<file path="config.mk">
export PLATFORM = sky130hd
export DESIGN_NAME = sdram_init_seq
export DESIGN_NICKNAME = d
export VERILOG_FILES = /design/src/rtl/sdram_init_pkg.sv /design/src/rtl/init_delay_ctr.sv /design/src/rtl/refresh_tally.sv /design/src/rtl/init_cmd_drive.sv /design/src/rtl/sdram_init_seq.sv
export SDC_FILE = /design/constraint.sdc
export NUM_CORES = 1
export LEC_CHECK = 0
export BUFFER_PORTS_ARGS = -buffer_cell sky130_fd_sc_hd__buf_2
export CAP_MARGIN = 20
export CORE_UTILIZATION = 54
export CTS_CLUSTER_DIAMETER = 50
export DETAILED_ROUTE_END_ITERATION = 6
export GPL_ROUTABILITY_DRIVEN = 0
export HOLD_SLACK_MARGIN = 0.12
export PLACE_DENSITY = 0.95
export SYNTH_ARGS = -nofsm -noshare
export SYNTH_HDL_FRONTEND = slang
export SYNTH_SLANG_ARGS = --single-unit
export TNS_END_PERCENT = 20
</file>
<file path="constraint.sdc">
create_clock -name clk -period 3 [get_ports clk]
set_input_delay 0.3 -clock clk [delete_from_list [all_inputs] [get_ports clk]]
set_output_delay 0.3 -clock clk [all_outputs]
set_load 0.01 [all_outputs]
</file>
<file path="src/rtl/sdram_init_pkg.sv">
package sdram_init_pkg;

    localparam int ADDR_W = 13;
    localparam int BA_W   = 2;

    // bits of each mode word that carry meaning; the rest are forced low
    localparam logic [ADDR_W-1:0] MODE_KEEP = 13'h027F;
    localparam logic [ADDR_W-1:0] EXT_KEEP  = 13'h0067;
    localparam logic [BA_W-1:0]   BA_MODE   = 2'b00;
    localparam logic [BA_W-1:0]   BA_EXT    = 2'b10;

    // {cs_n, ras_n, cas_n, we_n}
    typedef enum logic [3:0] {
        CMD_NOP     = 4'b0111,
        CMD_PRECHG  = 4'b0010,
        CMD_REFRESH = 4'b0001,
        CMD_LOADMR  = 4'b0000
    } cmd_t;

    typedef enum logic [3:0] {
        ST_STABLE,
        ST_PRECHARGE,
        ST_WAIT_RP,
        ST_REFRESH,
        ST_WAIT_RC,
        ST_LOAD_MODE,
        ST_WAIT_MODE,
        ST_LOAD_EXT,
        ST_WAIT_EXT,
        ST_READY
    } state_t;

endpackage

</file>
<file path="src/rtl/init_delay_ctr.sv">
module init_delay_ctr #(
    parameter int CW      = 16,
    parameter int RST_VAL = 0
) (
    input  logic          clk,
    input  logic          rst_n,
    input  logic          load,
    input  logic [CW-1:0] load_val,
    output logic          zero
);
    logic [CW-1:0] cnt_q;

    always_ff @(posedge clk or negedge rst_n) begin
        if (!rst_n) begin
            cnt_q <= CW'(RST_VAL);
        end else if (load) begin
            cnt_q <= load_val;
        end else if (cnt_q != '0) begin
            cnt_q <= cnt_q - 1'b1;
        end
    end

    assign zero = (cnt_q == '0);
endmodule

</file>
<file path="src/rtl/refresh_tally.sv">
module refresh_tally #(
    parameter int RW = 4
) (
    input  logic          clk,
    input  logic          rst_n,
    input  logic          inc,
    input  logic [RW-1:0] req_cnt,
    output logic          reached
);
    localparam logic [RW-1:0] MIN_REF = RW'(2);

    logic [RW-1:0] done_q;
    logic [RW-1:0] target;

    assign target = (req_cnt < MIN_REF) ? MIN_REF : req_cnt;

    always_ff @(posedge clk or negedge rst_n) begin
        if (!rst_n) begin
            done_q <= '0;
        end else if (inc) begin
            done_q <= done_q + 1'b1;
        end
    end

    assign reached = (done_q >= target);
endmodule

</file>
<file path="src/rtl/init_cmd_drive.sv">
module init_cmd_drive
    import sdram_init_pkg::*;
(
    input  state_t            state,
    input  logic [ADDR_W-1:0] mode_word,
    input  logic [ADDR_W-1:0] ext_word,
    output logic              cs_n,
    output logic              ras_n,
    output logic              cas_n,
    output logic              we_n,
    output logic [BA_W-1:0]   ba,
    output logic [ADDR_W-1:0] addr,
    output logic              ready
);
    cmd_t cmd;

    always_comb begin
        cmd   = CMD_NOP;
        ba    = '0;
        addr  = '0;
        ready = 1'b0;
        unique case (state)
            ST_PRECHARGE: begin
                cmd      = CMD_PRECHG;
                addr[10] = 1'b1;
            end
            ST_REFRESH:   cmd = CMD_REFRESH;
            ST_LOAD_MODE: begin
                cmd  = CMD_LOADMR;
                ba   = BA_MODE;
                addr = mode_word & MODE_KEEP;
            end
            ST_LOAD_EXT: begin
                cmd  = CMD_LOADMR;
                ba   = BA_EXT;
                addr = ext_word & EXT_KEEP;
            end
            ST_READY:     ready = 1'b1;
            ST_STABLE, ST_WAIT_RP, ST_WAIT_RC,
            ST_WAIT_MODE, ST_WAIT_EXT: cmd = CMD_NOP;
            default:      cmd = CMD_NOP;
        endcase
    end

    assign {cs_n, ras_n, cas_n, we_n} = cmd;
endmodule

</file>
<file path="src/rtl/sdram_init_seq.sv">
module sdram_init_seq
    import sdram_init_pkg::*;
#(
    parameter int STABLE_CYC = 20000,
    parameter int T_RP       = 3,
    parameter int T_RC       = 7,
    parameter int T_MRD      = 2,
    parameter int RCNT_W     = 4
) (
    input  logic              clk,
    input  logic              rst_n,
    input  logic [12:0]       mode_word,
    input  logic [12:0]       ext_word,
    input  logic              ext_en,
    input  logic [RCNT_W-1:0] refresh_cnt,
    output logic              cke,
    output logic              cs_n,
    output logic              ras_n,
    output logic              cas_n,
    output logic              we_n,
    output logic [1:0]        ba,
    output logic [12:0]       addr,
    output logic              ready
);
    localparam int MAX_GAP = (T_RC > T_RP) ? ((T_RC > T_MRD) ? T_RC : T_MRD)
                                           : ((T_RP > T_MRD) ? T_RP : T_MRD);
    localparam int MAX_CNT = (STABLE_CYC > MAX_GAP) ? STABLE_CYC : MAX_GAP;
    localparam int CW      = $clog2(MAX_CNT + 1);

    state_t        state_q, state_d;
    logic          gap_zero;
    logic          gap_load;
    logic [CW-1:0] gap_val;
    logic          ref_done;

    init_delay_ctr #(.CW(CW), .RST_VAL(STABLE_CYC - 1)) u_gap (
        .clk      (clk),
        .rst_n    (rst_n),
        .load     (gap_load),
        .load_val (gap_val),
        .zero     (gap_zero)
    );

    refresh_tally #(.RW(RCNT_W)) u_tally (
        .clk     (clk),
        .rst_n   (rst_n),
        .inc     (state_q == ST_REFRESH),
        .req_cnt (refresh_cnt),
        .reached (ref_done)
    );

    // each command state arms the gap that follows it (gap minus issue cycle minus final cycle)
    always_comb begin
        gap_load = 1'b1;
        unique case (state_q)
            ST_PRECHARGE: gap_val = CW'(T_RP - 2);
            ST_REFRESH:   gap_val = CW'(T_RC - 2);
            ST_LOAD_MODE,
            ST_LOAD_EXT:  gap_val = CW'(T_MRD - 2);
            default: begin
                gap_load = 1'b0;
                gap_val  = '0;
            end
        endcase
    end

    always_ff @(posedge clk or negedge rst_n) begin
        if (!rst_n) begin
            state_q <= ST_STABLE;
        end else begin
            state_q <= state_d;
        end
    end

    always_comb begin
        state_d = state_q;
        unique case (state_q)
            ST_STABLE:    if (gap_zero) state_d = ST_PRECHARGE;
            ST_PRECHARGE: state_d = ST_WAIT_RP;
            ST_WAIT_RP:   if (gap_zero) state_d = ST_REFRESH;
            ST_REFRESH:   state_d = ST_WAIT_RC;
            ST_WAIT_RC:   if (gap_zero) state_d = ref_done ? ST_LOAD_MODE : ST_REFRESH;
            ST_LOAD_MODE: state_d = ST_WAIT_MODE;
            ST_WAIT_MODE: if (gap_zero) state_d = ext_en ? ST_LOAD_EXT : ST_READY;
            ST_LOAD_EXT:  state_d = ST_WAIT_EXT;
            ST_WAIT_EXT:  if (gap_zero) state_d = ST_READY;
            ST_READY:     state_d = ST_READY;
            default:      state_d = ST_STABLE;
        endcase
    end

    assign cke = 1'b1;

    init_cmd_drive u_drive (
        .state     (state_q),
        .mode_word (mode_word),
        .ext_word  (ext_word),
        .cs_n      (cs_n),
        .ras_n     (ras_n),
        .cas_n     (cas_n),
        .we_n      (we_n),
        .ba        (ba),
        .addr      (addr),
        .ready     (ready)
    );
endmodule

</file>
==> metrics.sh, run 1 <==
STATUS='finished, final reports clean'
HOLD_WC_STARTPOINT='ext_en'
ROUTED-WL-MET2_UM=1500
YOSYS_REGISTER_BITS=23
TIMING.CRITICAL_PATH.REQUIRED_PS=2700
MAXCAPVIOLATIONS=0
MAXIMUM_FANOUT_ALONG_THE_WORST_PATH=10
CLOCK_TREE.HTREE_LEVEL_COUNT=1
SYNTHDOMINANTCELLAREASHARE_PCT=22.4
GRT_ANTENNA_BEFORE_REPAIR=0
HOLDPATHEND='state_q[2]'
ASR_FLOP_RATIO_SYNTH_PCT=100
DRT_PASS1_ITERATIONS=4
WIRE_LENGTH_OF_THE_FIRST_GLOBAL_ROUTING_PASS_UM=5480
SYNTH_SEQ_AREA_SHARE_PCT=37.5
REG2REG_SLACK_PS=970
VIA_COUNT_OF_THE_FIRST_GLOBAL_ROUTING_PASS=1274
CRITPATHARRIVALTIME_PS=1770
MAX_SLEW_MARGIN_PCT=66.3
CTS-BUFFERS-INSERTED=3
LAYOUT.NETS=238
WORST_MARGIN_PIN_SLEW_PS=492
START_UTIL_PCT=56.7
YS_TOP_CELLS_BY_COUNT='sky130_fd_sc_hd__dfrtp_1, sky130_fd_sc_hd__a21oi_1, sky130_fd_sc_hd__dfstp_2, sky130_fd_sc_hd__nand2_1'
ROUTEDWLPERCELL_UM=13.6
POST-ROUTE-DRC-COUNT=0
FILLERS=226
SYNTHDISTINCTLIBCELLS=51
VDD.IR_DROP.WORST_mV=0.561
ROUTE.VIAS.TOTAL=1376
DIE_Y_UM=55.8
ANTENNADIODECOUNT=0
FP-ROW-COUNT=19
MET1WIRELENGTH_UM=1410
POWER.DENSITY_mW_PER_MM2=847
SYNTHMOSTINSTANTIATEDCELL='sky130_fd_sc_hd__dfrtp_1'
DESIGN_AREA_MM2=0.00175
BOUNDARYPINS=54
PERIOD_MINUS_SLACK_PS=2070
WIRELENGTH_UM=3110
CTS_BUFFER_DEPTH=2
MIN_PATH_TYPE='input pin to flip-flop'
CRITPATHCAPTURETYPE='primary output'
SYNTH_EDF_COUNT=0
SYNTH_AREA_PER_CELL_UM2=9.37
TYPE_OF_ELEMENT_LAUNCHING_THE_CRITICAL_PATH='flip-flop'
DIEAREA_MM2=0.00312
SETUP_VIOL=0
VIASPERCELL=6.01
TIMING_MAX_TRANSITION_VIOLATIONS_FINAL=0
GRT_MAX_DEGREE=24
SETUP_REPAIR_AFTER_GLOBAL_ROUTING_MISSED_ITS_MARGIN='false'
SYNTH_TO_LAYOUT_AREA_GROWTH_PCT=11.7
FMAX_GHz=0.483
STANDARD_CELL_AREA_AFTER_DETAILED_PLACEMENT_MM2=0.00171
CLKSINKCOUNT=23
TOTAL_LEAKAGE_POWER_nW=0.796
CTSRESIZECOUNT=0
FINAL.HOLD.WORST_SLACK_PS=252
GRT_USAGE_PCT=22.1
CHIPWIDTH_UM=55.8
TOP_SIGNAL_LAYER_USED='met4'
SYNTH.CELL_AREA_MM2=0.00156
FINCLKSKEW_PS=5.74
SETUP-TNS-FINAL_PS=0
REPORT.FINAL.HOLD_VIOL_COUNT=0
DP_HPWL_UM=2290
WORSTHOLDPATHCELLS=3
GLOBALROUTE.TOTALOVERFLOW=0
SHARE_OF_CELLS_ABOVE_DRIVE_STRENGTH_1_PCT=27.3
AREA_OF_THE_CORE_MM2=0.00276
CLK_LATENCY_PS=320
FIRST_ITER_VIOLATIONS=33
TRITONCTS_CLOCK_TREE='built'
YOSYS_WARNINGS=0
FINISH.CELL_COUNT_WITHOUT_FILLERS=229
PLACE_INST=224
YOSYS-TOP-CELLS-AREA='sky130_fd_sc_hd__dfrtp_1, sky130_fd_sc_hd__dfstp_2, sky130_fd_sc_hd__ha_1, sky130_fd_sc_hd__a21oi_1, sky130_fd_sc_hd__buf_4'
ROUTED-WL-MET3_UM=126
ANT_NETS=0
R2R_START='u_gap.cnt_q[0]'
SETUP.WORST_PATH.CLASS='flip-flop to primary output'
NETLIST.TOP_CELL.BY_AREA='sky130_fd_sc_hd__dfrtp_1'
CTS-ROOT-BUF='sky130_fd_sc_hd__clkbuf_4'
CTS.REPORTEDPATHS.CLKPINSLEW_PS=120
FLIP_FLOP_CELL_WITH_THE_HIGHEST_COUNT_AFTER_SYNTHESIS='sky130_fd_sc_hd__dfrtp_1'
IO_BUFFER_COUNT=33
POST-ROUTE-PERIOD-UTIL_PCT=68.9
REG2REGPATHDEPTH=6
POST_SYNTHESIS_CELLS=167
REG2REG_TO='u_gap.cnt_q[7]'
STARTPOINT='state_q[0]'
## metal layers
metal	global-route usage [%]	vias to the layer above
met5	0	-
met4	11.5	0
met3	1.40	7
met2	37.7	49
met1	28.2	646
li1	-	674
## stage by stage
step	util [%]	power [mW]	setup slack, ps
floorplan	-	1.16	1060
global placement	62.0	1.29	1070
detailed placement	62.0	1.33	994
CTS	63.3	1.48	918
global route	63.3	1.61	759
finish	63.3	1.48	932
## cell type report
cell class / instances / area [um^2] / area share (%)
Multi-Input combinational cell: 128 / 882 / 50.5
Inverter: 8 / 30.0 / 1.72
Timing Repair Buffer: 35 / 183 / 10.5
Clock buffer: 4 / 26.3 / 1.50
Sequential cell: 23 / 587 / 33.6
Tap cell: 31 / 38.8 / 2.22
## critical path, cell delays in order, from the launching register on
cell	delay (ps)
sky130_fd_sc_hd__dfrtp_1	490
sky130_fd_sc_hd__nor2b_1	230
sky130_fd_sc_hd__inv_2	140
sky130_fd_sc_hd__nor3b_4	320
sky130_fd_sc_hd__nand2b_1	150
sky130_fd_sc_hd__buf_2	120
## report_power, final
part / switching (mW) / internal (mW)
Clock: 0.0944 / 0.0521
Sequential: 0.179 / 0.461
Combinational: 0.379 / 0.314
Total: 0.652 / 0.827
## worst max-delay path by stage
stage | endpoint | slack, ps | cells past startpoint
detailed placement | u_gap.cnt_q[7] | 990 | 6
global route | addr[6] | 760 | 4
finish | we_n | 930 | 5
CTS | addr[4] | 920 | 4
global placement | u_gap.cnt_q[3] | 1070 | 6
floorplan | u_gap.cnt_q[7] | 1060 | 7
## layout by cell type (no fill, tap or decap), drive strengths merged, types with 2 or more instances in the layout
cell type  netlist  final
o21ai            7      7
o31ai            4      4
nor2b            4      4
nand3            4      4
and2             3      3
nor4             2      2
or3              6      6
nand2b           6      6
xnor2            3      3
conb             2      7
nor2             7      7
clkbuf           3      4
buf             10     34
ha               6      6
dfrtp           14     14
nor3             8      8
o41ai            3      3
dfstp            9      9
o311ai           2      2
or2              3      3
a21oi           12     12
nand4            3      3
nand2            9      9
a22o             5      5
a211oi           2      2
nor3b            2      2
inv              8      8
and3             3      3
or4              4      4
## flip-flops by register name, indices dropped and copies added, names as in the netlist
signal,count
u_gap.cnt_q,15
state_q,4
u_tally.done_q,4
## timing repair
action	CTS	global route
endpoints found under the hold margin	14	0
buffers inserted	0	0
hold buffers	1	0
## cells by family after synthesis
group | after synthesis | share of synthesized area, %
and+or+nand+nor | 67 | 27.6
AOI/OAI and AO/OA | 44 | 19.9
DFF | 23 | 37.5
buffers and inverters | 21 | 7.28
adders and majority gates | 6 | 4.80
xor gates and xnor gates | 3 | 1.68
other | 2 | 0.480
muxes | 1 | 0.720
Note: power is estimated with default switching activity, not from simulation.
==> run 2, diff against run 1 <==
--- a/config.mk
+++ b/config.mk
@@ -5,14 +5,15 @@
 export SDC_FILE = /design/constraint.sdc
 export NUM_CORES = 1
 export LEC_CHECK = 0
+export ABC_AREA = 1
 export BUFFER_PORTS_ARGS = -buffer_cell sky130_fd_sc_hd__buf_2
 export CAP_MARGIN = 20
-export CORE_UTILIZATION = 54
+export CORE_UTILIZATION = 51
 export CTS_CLUSTER_DIAMETER = 50
 export DETAILED_ROUTE_END_ITERATION = 6
 export GPL_ROUTABILITY_DRIVEN = 0
 export HOLD_SLACK_MARGIN = 0.12
-export PLACE_DENSITY = 0.95
+export PLACE_DENSITY = 0.91
 export SYNTH_ARGS = -nofsm -noshare
 export SYNTH_HDL_FRONTEND = slang
 export SYNTH_SLANG_ARGS = --single-unit
==> constraint.sdc (replaced) <==
create_clock -name clk -period 2.05 [get_ports clk]
set_input_delay 0.205 -clock clk [delete_from_list [all_inputs] [get_ports clk]]
set_output_delay 0.205 -clock clk [all_outputs]
set_load 0.01 [all_outputs]
==> run 2 against run 1 <==
  * Clock power grew 45%
  * Total power grew 55%
  * Critical path type unchanged
  * Final area grew 11%
  * Clock skew is essentially flat
==> metrics.sh, run 2 <==
TRITONCTS_CLOCK_TREE='built'
CLKSINKCOUNT=23  # unchanged
STANDARD_CELL_AREA_AFTER_DETAILED_PLACEMENT_MM2=0.00190  # +11%
TOTAL_LEAKAGE_POWER_nW=1.09  # +37%
GRT_MAX_DEGREE=24  # unchanged
DRT_PASS1_ITERATIONS=4  # unchanged
VIA_COUNT_OF_THE_FIRST_GLOBAL_ROUTING_PASS=1347  # +5.7%
MAXIMUM_FANOUT_ALONG_THE_WORST_PATH=7  # -3
CLK_LATENCY_PS=310  # about the same
SYNTHMOSTINSTANTIATEDCELL='sky130_fd_sc_hd__nand2_1'
CTS.REPORTEDPATHS.CLKPINSLEW_PS=120  # about the same
FINALCOREUTILIZATION_PCT=61.9  # -1.5 points
CHIPWIDTH_UM=60.2  # +7.9%
SYNTHDISTINCTLIBCELLS=34  # -33%
MIN_PATH_TYPE='input pin to flip-flop'
PRE_CTS_WS_PS=469  # -525 ps
NETLIST.TOP_CELL.BY_AREA='sky130_fd_sc_hd__dfrtp_1'
TIMING_MAX_TRANSITION_VIOLATIONS_FINAL=0  # unchanged
YS_TOP_CELLS_BY_COUNT='sky130_fd_sc_hd__nand2_1, sky130_fd_sc_hd__nor2_1, sky130_fd_sc_hd__inv_1'
FILLERS=289  # +28%
YOSYS_REGISTER_BITS=23  # unchanged
LAYOUT.NETS=312  # +31%
SYNTH_XOR_XNOR_AREA_SHARE_PCT=2.46  # +0.78 points
YOSYS_WARNINGS=0  # unchanged
POST-ROUTE-PERIOD-UTIL_PCT=81.7
SETUP_REPAIR_AFTER_GLOBAL_ROUTING_MISSED_ITS_MARGIN='false'
MOST_USED_CELLS_IN_THE_LAYOUT_EXCLUDING_FILL_AND_TAP_CELLS='sky130_fd_sc_hd__nand2_1, sky130_fd_sc_hd__nor2_1, sky130_fd_sc_hd__buf_2'
FINCLKSKEW_PS=5.28  # -0.459 ps
SHARE_OF_CELLS_ABOVE_DRIVE_STRENGTH_1_PCT=26.1  # -1.2 points
SETUP-TNS-FINAL_PS=0  # unchanged
CLOCK_TREE.HTREE_LEVEL_COUNT=1  # unchanged
WIRELENGTH_UM=3250  # +4.4%
CRITPATHCAPTURETYPE='primary output'
ANT_NETS=0  # unchanged
GRT_USAGE_PCT=19.8  # -2.2 points
SYNTHSIMPLEGATEAREAFRAC_PCT=39.9  # +12 points
YOSYS-TOP-CELLS-AREA='sky130_fd_sc_hd__dfrtp_1, sky130_fd_sc_hd__dfstp_2, sky130_fd_sc_hd__nand2_1, sky130_fd_sc_hd__nor2_1, sky130_fd_sc_hd__inv_1'
ROUTEDWLPERCELL_UM=10.3  # -24%
FINAL_CRITICAL_PATH_SETUP_SLACK_PS=375  # -557 ps
POST_SYNTHESIS_CELLS=238  # +43%
FMAX_GHz=0.597
FIRST_ITER_VIOLATIONS=95  # +190%
AREA_OF_THE_CORE_MM2=0.00313  # +13%
TOP_REGS='u_gap.cnt_q: 15 flops, state_q: 4 flops, u_tally.done_q: 4 flops'
TIMING.CRITICAL_PATH.REQUIRED_PS=1850  # -850 ps
LAYOUT_COMMONEST_CELL='sky130_fd_sc_hd__nand2_1'
SETUP_VIOL=0  # unchanged
STATUS='finished, final reports clean'
SYNTH_SEQ_AREA_SHARE_PCT=33.9  # -3.6 points
PLACE_INST=311  # +39%
DIEAREA_MM2=0.00363  # +16%
SYNTH_TO_LAYOUT_AREA_GROWTH_PCT=11.9
VDD.IR_DROP.WORST_mV=0.579  # +3.3%
WIRE_LENGTH_OF_THE_FIRST_GLOBAL_ROUTING_PASS_UM=5440  # -0.75%
POWER.DENSITY_mW_PER_MM2=1190  # +40%
CTS-BUFFERS-INSERTED=3  # unchanged
MAX_FFS_PER_REGISTER=15  # unchanged
REGISTER_AREA_UM2=587  # unchanged
CRITPATHARRIVALTIME_PS=1470  # -300 ps
BOUNDARYPINS=54  # unchanged
ROUTE.VIAS.TOTAL=1538  # +12%
POST-ROUTE-DRC-COUNT=0  # unchanged
GLOBALROUTE.TOTALOVERFLOW=0  # unchanged
SYNTH_COMPOUND_AREA_SHARE_PCT=6.58  # -13 points
REPORT.FINAL.HOLD_VIOL_COUNT=0  # unchanged
REGMOSTFLOPS='u_gap.cnt_q'
TOTALPOWERFINAL_mW=2.30  # +55%
DP_HPWL_UM=2530  # +11%
SYNTH_EDF_COUNT=0  # unchanged
VIASPERCELL=4.87  # -19%
ANTENNADIODECOUNT=0  # unchanged
PERIOD_MINUS_SLACK_PS=1680
FP-ROW-COUNT=20  # +1
CTS-ROOT-BUF='sky130_fd_sc_hd__clkbuf_4'
FINAL.HOLD.WORST_SLACK_PS=176  # -75.9 ps
CTS_BUFFER_DEPTH=2  # unchanged
ASR_FLOP_RATIO_SYNTH_PCT=100  # unchanged
GRT_ANTENNA_BEFORE_REPAIR=0  # unchanged
SYNTHDOMINANTCELLAREASHARE_PCT=20.3  # -2.1 points
SYNTH_TOP_FAMILY_BY_AREA='simple AND/OR/NAND/NOR gates'
SYNTH_AREA_PER_CELL_UM2=7.27  # -22%
FINISH.CELL_COUNT_WITHOUT_FILLERS=316  # +38%
FLIP_FLOP_CELL_WITH_THE_HIGHEST_COUNT_AFTER_SYNTHESIS='sky130_fd_sc_hd__dfrtp_1'
MUX_CELL_AREA_SHARE_AFTER_SYNTHESIS_PCT=0  # -0.72 points
MULTI_INPUT_AREA_UM2=948  # +7.5%
DESIGN_AREA_MM2=0.00194  # +11%
START_UTIL_PCT=55.3  # -1.4 points
SYNTH.CELL_AREA_MM2=0.00173  # +11%
MAXCAPVIOLATIONS=0  # unchanged
YOSYS.AREA_SHARE.ADDER_PCT=4.34  # -0.46 points
IO_BUFFER_COUNT=33  # unchanged
SETUP.WORST_PATH.CLASS='flip-flop to primary output'
DIE_Y_UM=60.2  # +7.9%
TYPE_OF_ELEMENT_LAUNCHING_THE_CRITICAL_PATH='flip-flop'
==> run 2: cell types whose count changed after synthesis, sizes merged, moves of 5 or more <==
| cell | before | now |
|---|---|---|
| nand3 | 4 | 19 |
| nand2 | 9 | 65 |
| inv | 8 | 37 |
| nand2b | 6 | 0 |
| nor2 | 7 | 45 |
| a22o | 5 | 0 |
| or3 | 6 | 0 |
| a21oi | 12 | 4 |
| nor3 | 8 | 0 |
| a32o | 0 | 5 |
==> run 2: worst paths after layout <==
check | cells after the start | startpoint | end | slack, ps
setup reg to reg | 8 | u_gap.cnt_q[0] | u_gap.cnt_q[1] | 470
max in group asynchronous | 2 | rst_n | u_gap.cnt_q[14] | 1310
min in group asynchronous | 2 | rst_n | u_tally.done_q[3] | 370
hold reg to reg | 2 | u_gap.cnt_q[14] | u_gap.cnt_q[14] | 490
setup / recovery | 4 | state_q[1] | addr[1] | 370
hold / removal | 4 | ext_en | state_q[3] | 180
==> run 2: final cells by class <==
| class | instances | share of cell area, % |
|---|---|---|
| Sequential cell | 23 | 30.3 |
| Clock buffer | 4 | 1.36 |
| Tap cell | 44 | 2.84 |
| Inverter | 38 | 7.43 |
| Timing Repair Buffer | 34 | 9.05 |
| Multi-Input combinational cell | 173 | 49.0 |
==> run 2: logic make-up (layout without fill, tap and decap cells) <==
| family | after synthesis | count (layout) |
|---|---|---|
| other | 2 | 7 |
| buffers and inverters | 47 | 76 |
| AO/OA/AOI/OAI | 16 | 16 |
| flip-flops | 23 | 23 |
| AND/OR/NAND/NOR | 140 | 140 |
| XOR/XNOR | 4 | 4 |
| adder cells (fa/ha/maj) | 6 | 6 |
==> run 2: critical path: stages (launching register included) <==
cell	delay, ps
sky130_fd_sc_hd__dfrtp_1	570
sky130_fd_sc_hd__nand2_4	140
sky130_fd_sc_hd__nor2_4	180
sky130_fd_sc_hd__a32o_1	140
sky130_fd_sc_hd__buf_2	120
==> run 2: routing by layer <==
layer / vias up / routed length (um) / global-route usage (%)
met5: - / 0 / 0
met4: 0 / 73 / 8.97
met3: 8 / 128 / 1.52
met2: 51 / 1550 / 34.5
met1: 677 / 1500 / 24.7
li1: 802 / - / -
==> run 2: report_power, final <==
part | switching (mW) | internal, mW | total (mW)
registers | 0.201 | 0.672 | 0.873
logic | 0.780 | 0.429 | 1.21
clock network | 0.137 | 0.0761 | 0.213
==> run 2: repair_timing <==
item	4_1_cts	5_1_grt
endpoints found under the setup margin	0	0
hold buffers	1	0
buffers inserted	0	0
hold endpoints to repair	14	0
resized for setup	0	0
==> run 3, diff against run 2 <==
==> constraint.sdc (replaced) <==
create_clock -name clk -period 1.7 [get_ports clk]
set_input_delay 0.17 -clock clk [delete_from_list [all_inputs] [get_ports clk]]
set_output_delay 0.17 -clock clk [all_outputs]
set_load 0.01 [all_outputs]
==> run 3 against run 2 <==
  * Combinational power grew 23%
  * Register-to-register slack lost 300 ps
  * Critical endpoint is now addr[5]
  * Critical path type unchanged
  * Sequential share of layout area down 0.14 points
  * Clock skew shrank 3.7 ps
  * Clock power increased by 21%
  * Global-route usage up 0.46 points
  * Routed wire length about the same
  * Sequential cell count did not move
  * Total power is 22% higher
  * Core utilization increased by 0.56 points
==> metrics.sh, run 3 (synthesized netlist as in run 2, its figures left out) <==
MIN_PATH_TYPE='input pin to flip-flop'
ROUTEDWLPERCELL_UM=10.2  # -0.60%
VIA_COUNT_OF_THE_FIRST_GLOBAL_ROUTING_PASS=1395  # +3.6%
CPMAXSTAGEDELAYCELL='sky130_fd_sc_hd__dfrtp_1'
VIASPERCELL=4.92  # +1.2%
SETUP.WORST_PATH.CLASS='flip-flop to primary output'
P_INT_mW=1.45  # +23%
MAXIMUM_FANOUT_ALONG_THE_WORST_PATH=11  # +4
POST-ROUTE-DRC-COUNT=0  # unchanged
DP_HPWL_UM=2530  # -0.31%
FIRST_ITER_VIOLATIONS=68  # -28%
ANTENNADIODECOUNT=0  # unchanged
CTS_BUFFER_DEPTH=2  # unchanged
TOP_REGS='u_gap.cnt_q: 15 flops, state_q: 4 flops, u_tally.done_q: 4 flops'
GRT_MAX_DEGREE=24  # unchanged
PRE_CTS_WS_PS=204  # -265 ps
FINAL_CRITICAL_PATH_SETUP_SLACK_PS=103  # -271 ps
STANDARD_CELL_AREA_AFTER_DETAILED_PLACEMENT_MM2=0.00191  # +0.79%
DESIGN_AREA_MM2=0.00195  # +0.90%
CRIT_FAMILY='flip-flops'
CTS.REPORTEDPATHS.CLKPINSLEW_PS=120  # about the same
CRITPATHBUFINV=2  # +1
POWER.CLOCK.FRACTION_PCT=9.2  # about the same
CLOCK_TREE.HTREE_LEVEL_COUNT=1  # unchanged
SHARE_OF_CELLS_ABOVE_DRIVE_STRENGTH_1_PCT=27.4  # +1.3 points
DIE_Y_UM=60.2  # unchanged
GRT_ANTENNA_BEFORE_REPAIR=0  # unchanged
DRT_PASS1_ITERATIONS=4  # unchanged
TOTAL_LEAKAGE_POWER_nW=1.10  # +0.59%
R2R_START='u_gap.cnt_q[0]'
STATUS='finished, final reports clean'
MOST_USED_CELLS_IN_THE_LAYOUT_EXCLUDING_FILL_AND_TAP_CELLS='sky130_fd_sc_hd__nand2_1, sky130_fd_sc_hd__nor2_1, sky130_fd_sc_hd__buf_2'
CHIPWIDTH_UM=60.2  # unchanged
ROUTE.VIAS.TOTAL=1566  # +1.8%
BOUNDARYPINS=54  # unchanged
HOLD_WC_STARTPOINT='ext_en'
POWER_SWITCHING_SHARE_PCT=48.2  # -0.48 points
WIRELENGTH_UM=3250  # about the same
REPORT.FINAL.HOLD_VIOL_COUNT=0  # unchanged
SETUP_VIOL=0  # unchanged
TRITONCTS_CLOCK_TREE='built'
SYNTH_TO_LAYOUT_AREA_GROWTH_PCT=13.0
TYPE_OF_ELEMENT_LAUNCHING_THE_CRITICAL_PATH='flip-flop'
CTS-ROOT-BUF='sky130_fd_sc_hd__clkbuf_4'
MULTI_INPUT_AREA_UM2=948  # unchanged
REGMOSTFLOPS='u_gap.cnt_q'
TIMING_MAX_TRANSITION_VIOLATIONS_FINAL=0  # unchanged
FP-ROW-COUNT=20  # unchanged
POWER.DENSITY_mW_PER_MM2=1430  # +21%
CRITICAL_PATH.MAX_STAGE_DELAY_PS=430  # -140 ps
CLK_LATENCY_PS=310  # about the same
VDD.IR_DROP.WORST_mV=0.722  # +25%
DIEAREA_MM2=0.00363  # unchanged
SETUP-TNS-FINAL_PS=0  # unchanged
REG2REG_SLACK_PS=170  # -300 ps
SETUP_REPAIR_AFTER_GLOBAL_ROUTING_MISSED_ITS_MARGIN='false'
WIRE_LENGTH_OF_THE_FIRST_GLOBAL_ROUTING_PASS_UM=5510  # +1.3%
CRITPATHCAPTURETYPE='primary output'
FINCLKSKEW_PS=1.57  # -3.71 ps
FINAL.HOLD.WORST_SLACK_PS=132  # -44.1 ps
MAX_FFS_PER_REGISTER=15  # unchanged
MAXCAPVIOLATIONS=0  # unchanged
GRT_USAGE_PCT=20.3  # +0.46 points
AREA_OF_THE_CORE_MM2=0.00313  # unchanged
COMB_POWER_SHARE_PCT=53.2  # +0.5 points
FILLERS=276  # -4.5%
CTS-BUFFERS-INSERTED=3  # unchanged
IO_BUFFER_COUNT=33  # unchanged
GLOBALROUTE.TOTALOVERFLOW=0  # unchanged
START_UTIL_PCT=55.3  # unchanged
LAYOUT_COMMONEST_CELL='sky130_fd_sc_hd__nand2_1'
STARTPOINT='state_q[0]'
LAYOUT.NETS=314  # +0.64%
SEQ_POWER_SHARE_PCT=37.6  # -0.4 points
FINALCOREUTILIZATION_PCT=62.4  # +0.56 points
CRITPATHARRIVALTIME_PS=1430  # -40 ps
P_SWITCHING_mW=1.35  # +21%
FMAX_GHz=0.626
BUFFER_COUNT_FROM_POST_CTS_SETUP_FIXING=0  # unchanged
CLKSINKCOUNT=23  # unchanged
ANT_NETS=0  # unchanged
CRITICAL_PATH.CELL_CHAIN='inv_2, nor2_4, a32o_1, buf_2'
TIMING.CRITICAL_PATH.REQUIRED_PS=1530  # -320 ps
PERIOD_MINUS_SLACK_PS=1600
REGISTER_AREA_UM2=589  # +0.43%
POST-ROUTE-PERIOD-UTIL_PCT=93.9
-- run 3: cell count changes in the layout (fill, tap and decap cells not counted) --
cell and change:
sky130_fd_sc_hd__dfrtp_2 +2, sky130_fd_sc_hd__dfrtp_1 -2, sky130_fd_sc_hd__buf_4 +2
-- run 3: final timing paths --
| kind | end | depth (start not counted) |
|---|---|---|
| setup / recovery | addr[5] | 4 |
| hold / removal | state_q[3] | 4 |
| setup reg to reg | u_gap.cnt_q[1] | 8 |
| hold reg to reg | u_gap.cnt_q[14] | 2 |
| max in group asynchronous | state_q[3] | 2 |
| min in group asynchronous | u_gap.cnt_q[8] | 2 |
-- run 3: through the flow --
step | total power [mW] | cells
2_1_floorplan | 2.22 | 243
3_3_place_gp | 2.48 | 313
3_5_place_dp | 2.54 | 313
4_1_cts | 2.82 | 318
5_1_grt | 3.10 | 318
6_report | 2.80 | 318
-- run 3: area by class of cell --
class                           instances  share of cell area (%)
Timing Repair Buffer                   36                    9.74
Multi-Input combinational cell        173                    48.6
Tap cell                               44                    2.82
Sequential cell                        23                    30.2
Inverter                               38                    7.37
Clock buffer                            4                    1.35
-- run 3: routing by layer --
layer	track usage (%)	vias to the layer above	routed length (um)
li1	-	807	-
met1	23.3	695	1420
met2	37.4	56	1610
met3	2.81	8	168
met4	7.97	0	55
met5	0	-	0
-- run 3: worst reg2reg max path, cell delays in order (launching register included) --
cell and delay (ps):
sky130_fd_sc_hd__dfstp_2 560, sky130_fd_sc_hd__inv_1 70, sky130_fd_sc_hd__ha_1 230, sky130_fd_sc_hd__nand2_2 140
sky130_fd_sc_hd__nor2_4 70, sky130_fd_sc_hd__nand3_2 100, sky130_fd_sc_hd__clkinv_2 140, sky130_fd_sc_hd__nand2_1 80
sky130_fd_sc_hd__o21ai_0 80
-- run 3: power by group through the flow --
| stage | combinational (mW) | clock, mW | sequential [mW] |
|---|---|---|---|
| 2_1_floorplan | 1.22 | 0 | 1.00 |
| 3_3_place_gp | 1.43 | 0 | 1.05 |
| 3_5_place_dp | 1.48 | 0 | 1.05 |
| 4_1_cts | 1.51 | 0.262 | 1.05 |
| 5_1_grt | 1.73 | 0.287 | 1.08 |
| 6_report | 1.49 | 0.257 | 1.05 |
-- run 3: timing repair --
item	in CTS	in global routing
setup endpoints to repair	0	6
hold buffers	1	0
gates resized for setup	0	2
endpoints found under the hold margin	14	0
